[config.mk]
export PLATFORM = sky130hd
export DESIGN_NAME = ntt_bfly_pe
export DESIGN_NICKNAME = d
export VERILOG_FILES = /design/src/rtl/ntt_pe_pkg.sv /design/src/rtl/ntt_twiddle_rom.sv /design/src/rtl/ntt_mont_mul.sv /design/src/rtl/ntt_barrett_red.sv /design/src/rtl/ntt_bfly_pe.sv
export SDC_FILE = /design/constraint.sdc
export NUM_CORES = 1
export LEC_CHECK = 0
export BUFFER_PORTS_ARGS = -buffer_cell sky130_fd_sc_hd__buf_2
export CORE_MARGIN = 2
export CORE_UTILIZATION = 40
export DETAILED_ROUTE_END_ITERATION = 6
export PLACE_DENSITY = 0.66
export SYNTH_ARGS = -nofsm -noshare
export SYNTH_HDL_FRONTEND = slang
export SYNTH_SLANG_ARGS = --single-unit
[constraint.sdc]
create_clock -name clk -period 11.85 [get_ports clk]
set_input_delay 0.5925 -clock clk [delete_from_list [all_inputs] [get_ports clk]]
set_output_delay 0.5925 -clock clk [all_outputs]
set_load 0.01 [all_outputs]
[src/rtl/ntt_pe_pkg.sv]
package ntt_pe_pkg;

  localparam int unsigned COEF_MOD      = 3329;
  localparam int unsigned POLY_LEN      = 256;
  localparam int unsigned ROOT_OF_UNITY = 17;
  localparam int unsigned MONT_SHIFT    = 16;
  localparam int unsigned MONT_NEG_QINV = 3327;
  localparam int unsigned BAR_SHIFT     = 26;
  localparam int unsigned PIPE_LAT      = 4;

  // reverse the low 'bits' bits of v
  function automatic int unsigned bit_rev(int unsigned v, int unsigned bits);
    int unsigned r;
    r = 0;
    for (int unsigned j = 0; j < bits; j++) begin
      r = r | (((v >> j) & 1) << (bits - 1 - j));
    end
    return r;
  endfunction

endpackage

[src/rtl/ntt_twiddle_rom.sv]
module ntt_twiddle_rom #(
  parameter int unsigned N_POINTS = ntt_pe_pkg::POLY_LEN,
  parameter int unsigned MOD      = ntt_pe_pkg::COEF_MOD,
  parameter int unsigned ROOT     = ntt_pe_pkg::ROOT_OF_UNITY,
  parameter int unsigned RW       = ntt_pe_pkg::MONT_SHIFT,
  localparam int unsigned IDX_W   = $clog2(N_POINTS) - 1,
  localparam int unsigned DEPTH   = N_POINTS / 2,
  localparam int unsigned CW      = $clog2(MOD)
) (
  input  logic             clk,
  input  logic             en,
  input  logic [IDX_W-1:0] idx,
  output logic [CW-1:0]    tw_q
);

  // twiddle in Montgomery form: ROOT^rev(k) * 2^RW mod MOD
  function automatic int unsigned tw_entry(int unsigned k);
    int unsigned e;
    int unsigned acc;
    e   = ntt_pe_pkg::bit_rev(k, IDX_W);
    acc = 1;
    for (int unsigned s = 0; s < e; s++) begin
      acc = (acc * ROOT) % MOD;
    end
    return (acc * (32'd1 << RW)) % MOD;
  endfunction

  logic [CW-1:0] table_w [DEPTH];
  logic [CW-1:0] tw_d;

  for (genvar g = 0; g < DEPTH; g++) begin : g_entry
    assign table_w[g] = CW'(tw_entry(g));
  end

  always_comb begin
    tw_d = en ? table_w[idx] : tw_q;
  end

  always_ff @(posedge clk) begin
    tw_q <= tw_d;
  end

endmodule

[src/rtl/ntt_mont_mul.sv]
module ntt_mont_mul #(
  parameter int unsigned MOD  = ntt_pe_pkg::COEF_MOD,
  parameter int unsigned RW   = ntt_pe_pkg::MONT_SHIFT,
  parameter int unsigned QNEG = ntt_pe_pkg::MONT_NEG_QINV,
  localparam int unsigned CW  = $clog2(MOD),
  localparam int unsigned PW  = 2 * CW,
  localparam int unsigned SW  = RW + CW + 1
) (
  input  logic          clk,
  input  logic          rst_n,
  input  logic          en_mul,
  input  logic          en_red,
  input  logic [CW-1:0] op_b,
  input  logic [CW-1:0] op_w,
  output logic [CW-1:0] res_q
);

  localparam logic [RW-1:0] QNEG_C = RW'(QNEG);
  localparam logic [CW:0]   MOD_X  = (CW+1)'(MOD);
  localparam logic [CW-1:0] MOD_C  = CW'(MOD);

  logic [PW-1:0] prod_q, prod_d;
  logic [RW-1:0] m_lo;
  logic [SW-1:0] mont_sum;
  logic [CW:0]   t_red;
  logic [CW-1:0] res_d;

  // stage A: raw product
  always_comb begin
    prod_d = en_mul ? (PW'(op_b) * PW'(op_w)) : prod_q;
  end

  // stage B: (p + m*q) / 2^RW, then one correction
  always_comb begin
    m_lo     = prod_q[RW-1:0] * QNEG_C;
    mont_sum = SW'(prod_q) + SW'(m_lo) * SW'(MOD);
    t_red    = mont_sum[SW-1:RW];
    if (!en_red) begin
      res_d = res_q;
    end else if (t_red >= MOD_X) begin
      res_d = CW'(t_red - MOD_X);
    end else begin
      res_d = CW'(t_red);
    end
  end

  always_ff @(posedge clk) begin
    prod_q <= prod_d;
    res_q  <= res_d;
  end

  // low half must cancel exactly, else the constant is wrong (feeds R2)
  assert_mont_exact_R2: assert property (@(posedge clk) disable iff (!rst_n)
    en_red |-> (mont_sum[RW-1:0] == '0));

  assert_mont_range_R1: assert property (@(posedge clk) disable iff (!rst_n)
    en_red |=> (res_q < MOD_C));

endmodule

[src/rtl/ntt_barrett_red.sv]
module ntt_barrett_red #(
  parameter int unsigned MOD   = ntt_pe_pkg::COEF_MOD,
  parameter int unsigned SHIFT = ntt_pe_pkg::BAR_SHIFT,
  localparam int unsigned CW   = $clog2(MOD),
  localparam int unsigned XW   = CW + 1,
  localparam int unsigned MUL  = (32'd1 << SHIFT) / MOD,
  localparam int unsigned MW   = $clog2(MUL + 1),
  localparam int unsigned PW   = XW + MW,
  localparam int unsigned QW   = PW - SHIFT
) (
  input  logic [XW-1:0] x,
  output logic [CW-1:0] r
);

  localparam logic [XW-1:0] MOD_X = XW'(MOD);

  logic [PW-1:0] prod;
  logic [QW-1:0] quot;
  logic [XW-1:0] qm;
  logic [XW-1:0] rem;

  always_comb begin
    prod = PW'(x) * PW'(MUL);
    quot = QW'(prod >> SHIFT);
    qm   = XW'(quot) * MOD_X;
    rem  = x - qm;
    r    = (rem >= MOD_X) ? CW'(rem - MOD_X) : CW'(rem);
  end

endmodule

[src/rtl/ntt_bfly_pe.sv]
module ntt_bfly_pe #(
  parameter int unsigned N_POINTS = ntt_pe_pkg::POLY_LEN,
  parameter int unsigned MOD      = ntt_pe_pkg::COEF_MOD,
  localparam int unsigned CW      = $clog2(MOD),
  localparam int unsigned XW      = CW + 1,
  localparam int unsigned IDX_W   = $clog2(N_POINTS) - 1,
  localparam int unsigned LAT     = ntt_pe_pkg::PIPE_LAT,
  localparam int unsigned NLANE   = 2
) (
  input  logic             clk,
  input  logic             rst_n,
  input  logic             in_valid,
  input  logic [CW-1:0]    in_a,
  input  logic [CW-1:0]    in_b,
  input  logic [IDX_W-1:0] in_idx,
  output logic             out_valid,
  output logic [CW-1:0]    out_sum,
  output logic [CW-1:0]    out_dif
);

  localparam logic [XW-1:0] MOD_X = XW'(MOD);
  localparam logic [CW-1:0] MOD_C = CW'(MOD);

  logic [LAT-1:0] vld_q, vld_d;
  logic [CW-1:0]  a_q [LAT-1];
  logic [CW-1:0]  a_d [LAT-1];
  logic [CW-1:0]  b_q, b_d;
  logic [CW-1:0]  tw_q;
  logic [CW-1:0]  wb;
  logic [XW-1:0]  lane_x [NLANE];
  logic [CW-1:0]  lane_r [NLANE];
  logic [CW-1:0]  res_q  [NLANE];
  logic [CW-1:0]  res_d  [NLANE];

  // valid shift chain: the only reset state on the datapath side
  always_comb begin
    vld_d = {vld_q[LAT-2:0], in_valid};
  end

  always_ff @(posedge clk or negedge rst_n) begin
    if (!rst_n) vld_q <= '0;
    else        vld_q <= vld_d;
  end

  // operand a rides alongside the multiplier stages
  always_comb begin
    a_d[0] = in_valid ? in_a : a_q[0];
    for (int k = 1; k < LAT - 1; k++) begin
      a_d[k] = vld_q[k-1] ? a_q[k-1] : a_q[k];
    end
    b_d = in_valid ? in_b : b_q;
  end

  always_ff @(posedge clk) begin
    for (int k = 0; k < LAT - 1; k++) begin
      a_q[k] <= a_d[k];
    end
    b_q <= b_d;
  end

  ntt_twiddle_rom #(
    .N_POINTS(N_POINTS),
    .MOD     (MOD)
  ) u_rom (
    .clk (clk),
    .en  (in_valid),
    .idx (in_idx),
    .tw_q(tw_q)
  );

  ntt_mont_mul #(
    .MOD(MOD)
  ) u_mul (
    .clk   (clk),
    .rst_n (rst_n),
    .en_mul(vld_q[0]),
    .en_red(vld_q[1]),
    .op_b  (b_q),
    .op_w  (tw_q),
    .res_q (wb)
  );

  // lane 0: a + wb ; lane 1: a + q - wb (kept non-negative)
  always_comb begin
    lane_x[0] = XW'(a_q[LAT-2]) + XW'(wb);
    lane_x[1] = XW'(a_q[LAT-2]) + MOD_X - XW'(wb);
  end

  for (genvar l = 0; l < NLANE; l++) begin : g_lane
    ntt_barrett_red #(
      .MOD(MOD)
    ) u_red (
      .x(lane_x[l]),
      .r(lane_r[l])
    );

    always_comb begin
      res_d[l] = vld_q[LAT-2] ? lane_r[l] : res_q[l];
    end

    always_ff @(posedge clk) begin
      res_q[l] <= res_d[l];
    end
  end

  assign out_valid = vld_q[LAT-1];
  assign out_sum   = res_q[0];
  assign out_dif   = res_q[1];

  // cycles since reset, saturating, so $past never reaches before reset
  logic [2:0] rst_age;
  always_ff @(posedge clk or negedge rst_n) begin
    if (!rst_n)              rst_age <= '0;
    else if (rst_age != 3'd4) rst_age <= rst_age + 3'd1;
  end

  assert_out_range_R1: assert property (@(posedge clk) disable iff (!rst_n)
    out_valid |-> ((out_sum < MOD_C) && (out_dif < MOD_C)));

  assert_latency_R5: assert property (@(posedge clk) disable iff (!rst_n)
    (rst_age == 3'd4) |-> (out_valid == $past(in_valid, 4)));

  // sum + difference must equal 2a mod q for the operand seen 4 edges ago
  assert_pair_R3: assert property (@(posedge clk) disable iff (!rst_n)
    ((rst_age == 3'd4) && out_valid) |->
      (((XW'(out_sum) + XW'(out_dif)) % MOD_X) ==
       ((XW'($past(in_a, 4)) << 1) % MOD_X)));

endmodule

# Word-level counts from Yosys, hierarchy flattened
# Memories as Yosys holds them, arrays and structs flattened. A register that Yosys moved wholly into a read port is not among the register bits.
# Index checks and enable logic that the tools add are counted.
# Widths: inputs -> output; s select.
[totals]
wordCells = 35
ram_bits = 60
reg_bits = 52
rom_bits = 1536
input_bits = 34
output_inout_bits = 25
memories = 3
[classes]
add_sub_neg = 9
bitwise = 1
magnitude_cmp = 3
mux = 8
multipliers = 7
[memory_table]
columns = ["memory", "depth", "width", "rd", "rd_clocked_by_memory_dff", "wr", "line_no", "rtl"]
rows = [
  ["(name not given)", 128, 12, 1, 1, 0, "ntt_twiddle_rom.sv:36", "tw_d = en ? table_w[idx] : tw_q;"],
  ["a_q", 3, 12, 3, 0, 3, "ntt_bfly_pe.sv:25", "logic [CW-1:0] a_q [LAT-1];"],
  ["res_q", 2, 12, 2, 0, 2, "ntt_bfly_pe.sv:32", "logic [CW-1:0] res_q [NLANE];"],
]
[ops]
columns = ["op", "n"]
rows = [
  ["$mux 12", 8],
  ["$mul 13x14->27 const B", 2],
  ["$ge 13x12->1 const B", 3],
  ["$sub 12x12->12 const B", 3],
  ["$add 24x28->29", 1],
  ["$mul 16x12->28 const B", 1],
  ["$mul 2x12->13 const B", 2],
  ["$sub 13x13->13", 2],
  ["$mul 12x12->24", 1],
  ["$mul 16x12->16 const B", 1],
  ["$add 12x12->13", 1],
  ["$add 12x12->13 const B", 1],
  ["$sub 13x12->13", 1],
  ["$not 7->8", 1],
]

# Logic depth before layout (Yosys ltp)
# An unclocked memory read counts as a cell.
[depth]
ltp_word = 9
depth_mapped = 52
depth_no_buf = 51

# Cells and area by module
# A second synthesis with hierarchy kept.
[unflattened]
cells_unflattened = 2781
area_unflattened_um2 = 26230.2
[modules_own_cells]
columns = ["module", "area_each_um2", "cells_each", "n_inst", "seq_area_each_um2"]
rows = [
  ["ntt_mont_mul", 11319.6, 1193, 1, 1081.0],
  ["ntt_barrett_red at g_lane[0].u_red", 4247.8, 463, 1, 0.0],
  ["ntt_barrett_red at g_lane[1].u_red", 4227.8, 456, 1, 0.0],
  ["ntt_bfly_pe", 3528.4, 242, 1, 2262.2],
  ["ntt_twiddle_rom", 2906.5, 427, 1, 360.3],
]

# Least setup slack after synthesis
# OpenSTA, ideal clock, no wires.
[synth_path]
path_type = "flip-flop to flip-flop"
from = "register u_mul.res_q[1]"
to = "memory res_q[0][19] (netlist bit) (data pin)"
path_slack_ns = 1.070
arrival_time_ns = 10.518
period_less_slack_ns = 10.780
n_path_buf = 1
setup_time_ns = 0.263
stages_incl_launch_ff = 51
required_ns = 11.587
cell_sequence = "edfxtp_1 ha_1 inv_1 ha_1 inv_1 fa_1 nor2b_1 o21a_1 o21a_1 o31a_1 o21ai_0 nand2b_1 a21o_1 a21o_1 xor2_1 inv_1 fa_1 inv_1 [15 not listed] nand2_1 a21oi_1 xnor2_1 ha_1 inv_1 fa_1 nand3b_1 or4_1 nand3_1 o2111ai_1 a21oi_1 o21bai_1 xnor2_1 xnor3_1 nand2_1 clkbuf_1 nand3_1 xor2_1"
[synth_lines]
columns = ["element", "line_no", "rtl"]
rows = [
  ["start: declaration", "ntt_mont_mul.sv:15", "output logic [CW-1:0] res_q"],
  ["start signal: assignment", "ntt_mont_mul.sv:49", "res_q <= res_d;"],
  ["end: declaration", "ntt_bfly_pe.sv:32", ""],
]

==> flow_summary_export.csv <==
group,metric,value,unit
yosys,synth_enable_flop_cells,120,
cells_and_area,multi_input_comb_area,19300,sq um
yosys,synth.mux.area_fraction,1.073,%
placed_design,numPortBuffers,58,
worst_hold_path,worst_hold_path.num_cells,1,
global_route,via_count_of_the_first_global_routing_pass,19030,
placed_design,routabilityCongestion,0.9123,
yosys,synth_area_leader_cell,"fa_1",
floorplan,design.portCount,59,
sta,finalSetupTns,0,ps
floorplan,chipHeight,256.7,um
cells_and_area,final_layout_size_suffix_gt1_share,5.525,%
yosys,yosys_most_used_dff,"edfxtp_1",
clock_tree,cts_num_sinks,124,
sta,maximum_achievable_frequency,0.08916,GHz
route,dr_total_vias,18490,
yosys,yosys.area.top_type_share,26.11,%
clock_tree,cts_tree,"yes",
yosys,synth_compound_gate_area_share,10.99,%
sta,rsz0062_at_grt,"no",
floorplan,die_x,256.7,um
yosys,yosysSeqAreaShare,14.50,%
yosys,async_reset_ff_share,3.226,%
global_route,pin_count_of_the_biggest_net_entering_global_routing,109,
sta,worst_slew_margin_rel,30.26,%
setup_path,rrSetupSlack,630,ps
cells_and_area,nFillCells,6230,
clock_tree,clk_pin_slew_worst_paths,60,ps
yosys,post_synth_fa_ha_maj_area_fraction,48.64,%
yosys,netlist_top_cells_area,"fa_1 26%, ha_1 22%, edfxtp_1 14%, inv_1 8.7%, nand2_1 3.1%",
floorplan,row_count,92,
setup_path,critPathLaunch,"u_mul.res_q[1]",
setup_path,crit_path_kind,"flip-flop to flip-flop",
placed_design,placedInstanceArea,26630,sq um
clock_tree,htree_levels,4,
cells_and_area,final_core_util,43.28,%
cells_and_area,syn2layout_area_growth,6.934,%
setup_path,worst_ep_required_time,12040,ps
yosys,synthDistinctLibCells,84,
route,drt_pre_antenna_iters,5,
yosys,synthesis.instances,2735,
sta,timing_hold_violations_final,0,
setup_path,critPathSlowestCell,"fa_1",
yosys,synth_xor_area_share,4.498,%
worst_hold_path,hp-class,"input port to flip-flop",
cells_and_area,mostFrequentLayoutCell,"inv_1",
route,drt_wl_total,54840,um
global_route,grtUsageTotal,17.27,%
setup_path,worst_r2r_path_depth,49,
setup_path,critical_path.max_stage_delay,570,ps
sta,finalClockSkew,11.82,ps
route,drt_first_iter_violations,1232,
cells_and_area,design.final.nets,3564,
cells_and_area,num_antenna_cells,0,
sta,worst-slew-pin-transition,1046,ps
clock_tree,insertion_delay,450,ps
yosys,synth-seq-cells,124,
route,wire_per_inst,15.25,um
job,cap_viol_max_count,0,
yosys,synth-warning-count,0,
global_route,gr-total-overflow,0,
route,vias_per_cell,5.142,
sta,setup_violations,0,
cells_and_area,layout.cells.most_common_list,"591 x inv_1, 459 x ha_1, 333 x fa_1",
setup_path,timing.rr.start,"u_mul.res_q[1]",
sta,final_critical_path_share_of_the_clock_period,94.64,%
clock_tree,cts_root_buffer,"clkbuf_16",
setup_path,setup.worst_path.end_class,"flip-flop",
floorplan,die-area,65870,sq um
sta,period_minus_slack,11220,ps
yosys,synth_simple_gate_area_share,10.19,%
setup_path,worst_r2r_endpoint,"res_q[0][21]",
yosys,synth.net_count,3561,
route,route.antenna.remaining_nets,0,
worst_hold_path,holdPathEnd,"b_q[1]",
route,remaining_drc_errors,0,
cells_and_area,seq_area,3704,sq um
setup_path,cp_max_fo,6,
yosys,mappedNetlistArea,25530,sq um
outcome,outcome,"complete, no violations",
setup_path,critical_path.most_common_cell,"inv_1",
global_route,antenna_violations_before_repair,1,
setup_path,start_kind,"flip-flop",
yosys,combinational_family_with_the_most_area_after_synthesis,"adder cells",
clock_tree,clk_path_buf_depth,2,
global_route,grt_pass1_wl,93880,um
floorplan,core,63080,sq um
worst_hold_path,min_from,"in_b[1]",
sta,holdWs,315.7,ps
clock_tree,cts_made_buffers,17,
cells_and_area,fin_area,27300,sq um
floorplan,initial_utilization,40.48,%
yosys,post_synth.cell_area_avg,9.336,sq um
placed_design,total_half_perimeter_wirelength_after_legalization_and_detailed_placement,45340,um
setup_path,crit_arrival,11400,ps
sta,final-max-slew-violation-count,0,
sequential cells by signal, summed over array words and instances, names as in the netlist:
name	cells
b_q	12
u_mul.prod_q	24
u_rom.tw_q	12
a_q	36
vld_q	4
u_mul.res_q	12
res_q	24
synth_stat cells, drive strengths merged (9+ instances only):
library cell / instances
a211oi: 35
a21o: 23
a21oi: 128
a311oi: 12
a31oi: 20
and2: 56
buf: 15
clkbuf: 74
edfxtp: 120
fa: 333
ha: 459
inv: 593
mux4: 9
nand2: 211
nand2b: 13
nand3: 34
nand4: 10
nor2: 113
nor2b: 13
nor3: 52
o211ai: 17
o21a: 13
o21ai: 100
o21bai: 15
or2: 12
xnor2: 88
xor2: 38
critical path: cells and delay by family, from the launching register on:
family	cells	cell delay, ps
compound gates	17	3330
xor+xnor	5	930
fa+ha+maj	11	4250
buf+inv	10	810
flops	1	420
simple gates	6	1180
final cells by class:
cell class                      count  area share, %
Clock buffer                       17          1.558
Clock inverter                     15         0.6507
Inverter                          594          8.166
Multi-Input combinational cell   1928          70.69
Sequential cell                   124          13.56
Tap cell                          846          3.877
Timing Repair Buffer               73          1.494
kinds of logic after synthesis:
logic type      after synthesis
mux                          16
flops                       124
fa+ha+maj                   793
buf+inv                     683
xor+xnor                    128
compound gates              437
simple gates                554
what timing repair did:
action | in CTS | in global routing
buffers inserted | 0 | 1
setup endpoints to repair | 0 | 13
hold buffers | 1 | 0
hold endpoints to repair | 4 | 0
resized for setup | 0 | 11
worst max-delay path by stage:
| stage | to | cells after the start |
|---|---|---|
| floorplan | res_q[0][19] | 50 |
| global placement | res_q[0][19] | 44 |
| detailed placement | res_q[0][19] | 44 |
| CTS | res_q[0][19] | 44 |
| global route | res_q[0][21] | 49 |
| finish | res_q[0][21] | 49 |
metrics by stage:
stage          setup slack, ps  instances
3_5_place_dp             261.0       3563
3_3_place_gp             625.0       3563
6_report                 634.6       3597
4_1_cts                  218.0       3596
2_1_floorplan             1070       2735
5_1_grt                  30.89       3597
routing by layer:
layer  global-route usage [%]  up-vias  routed length (um)
met3                    2.481       78                2598
met1                    22.80     8944               24640
met2                    29.59      494               26560
met5                        0        -                   0
met4                    4.570        0                1043
li1                         -     8978                   -
Power is left out: the tool's default activity adds up to more than one toggle a clock period on the data nets, which glitch-free logic cannot reach.
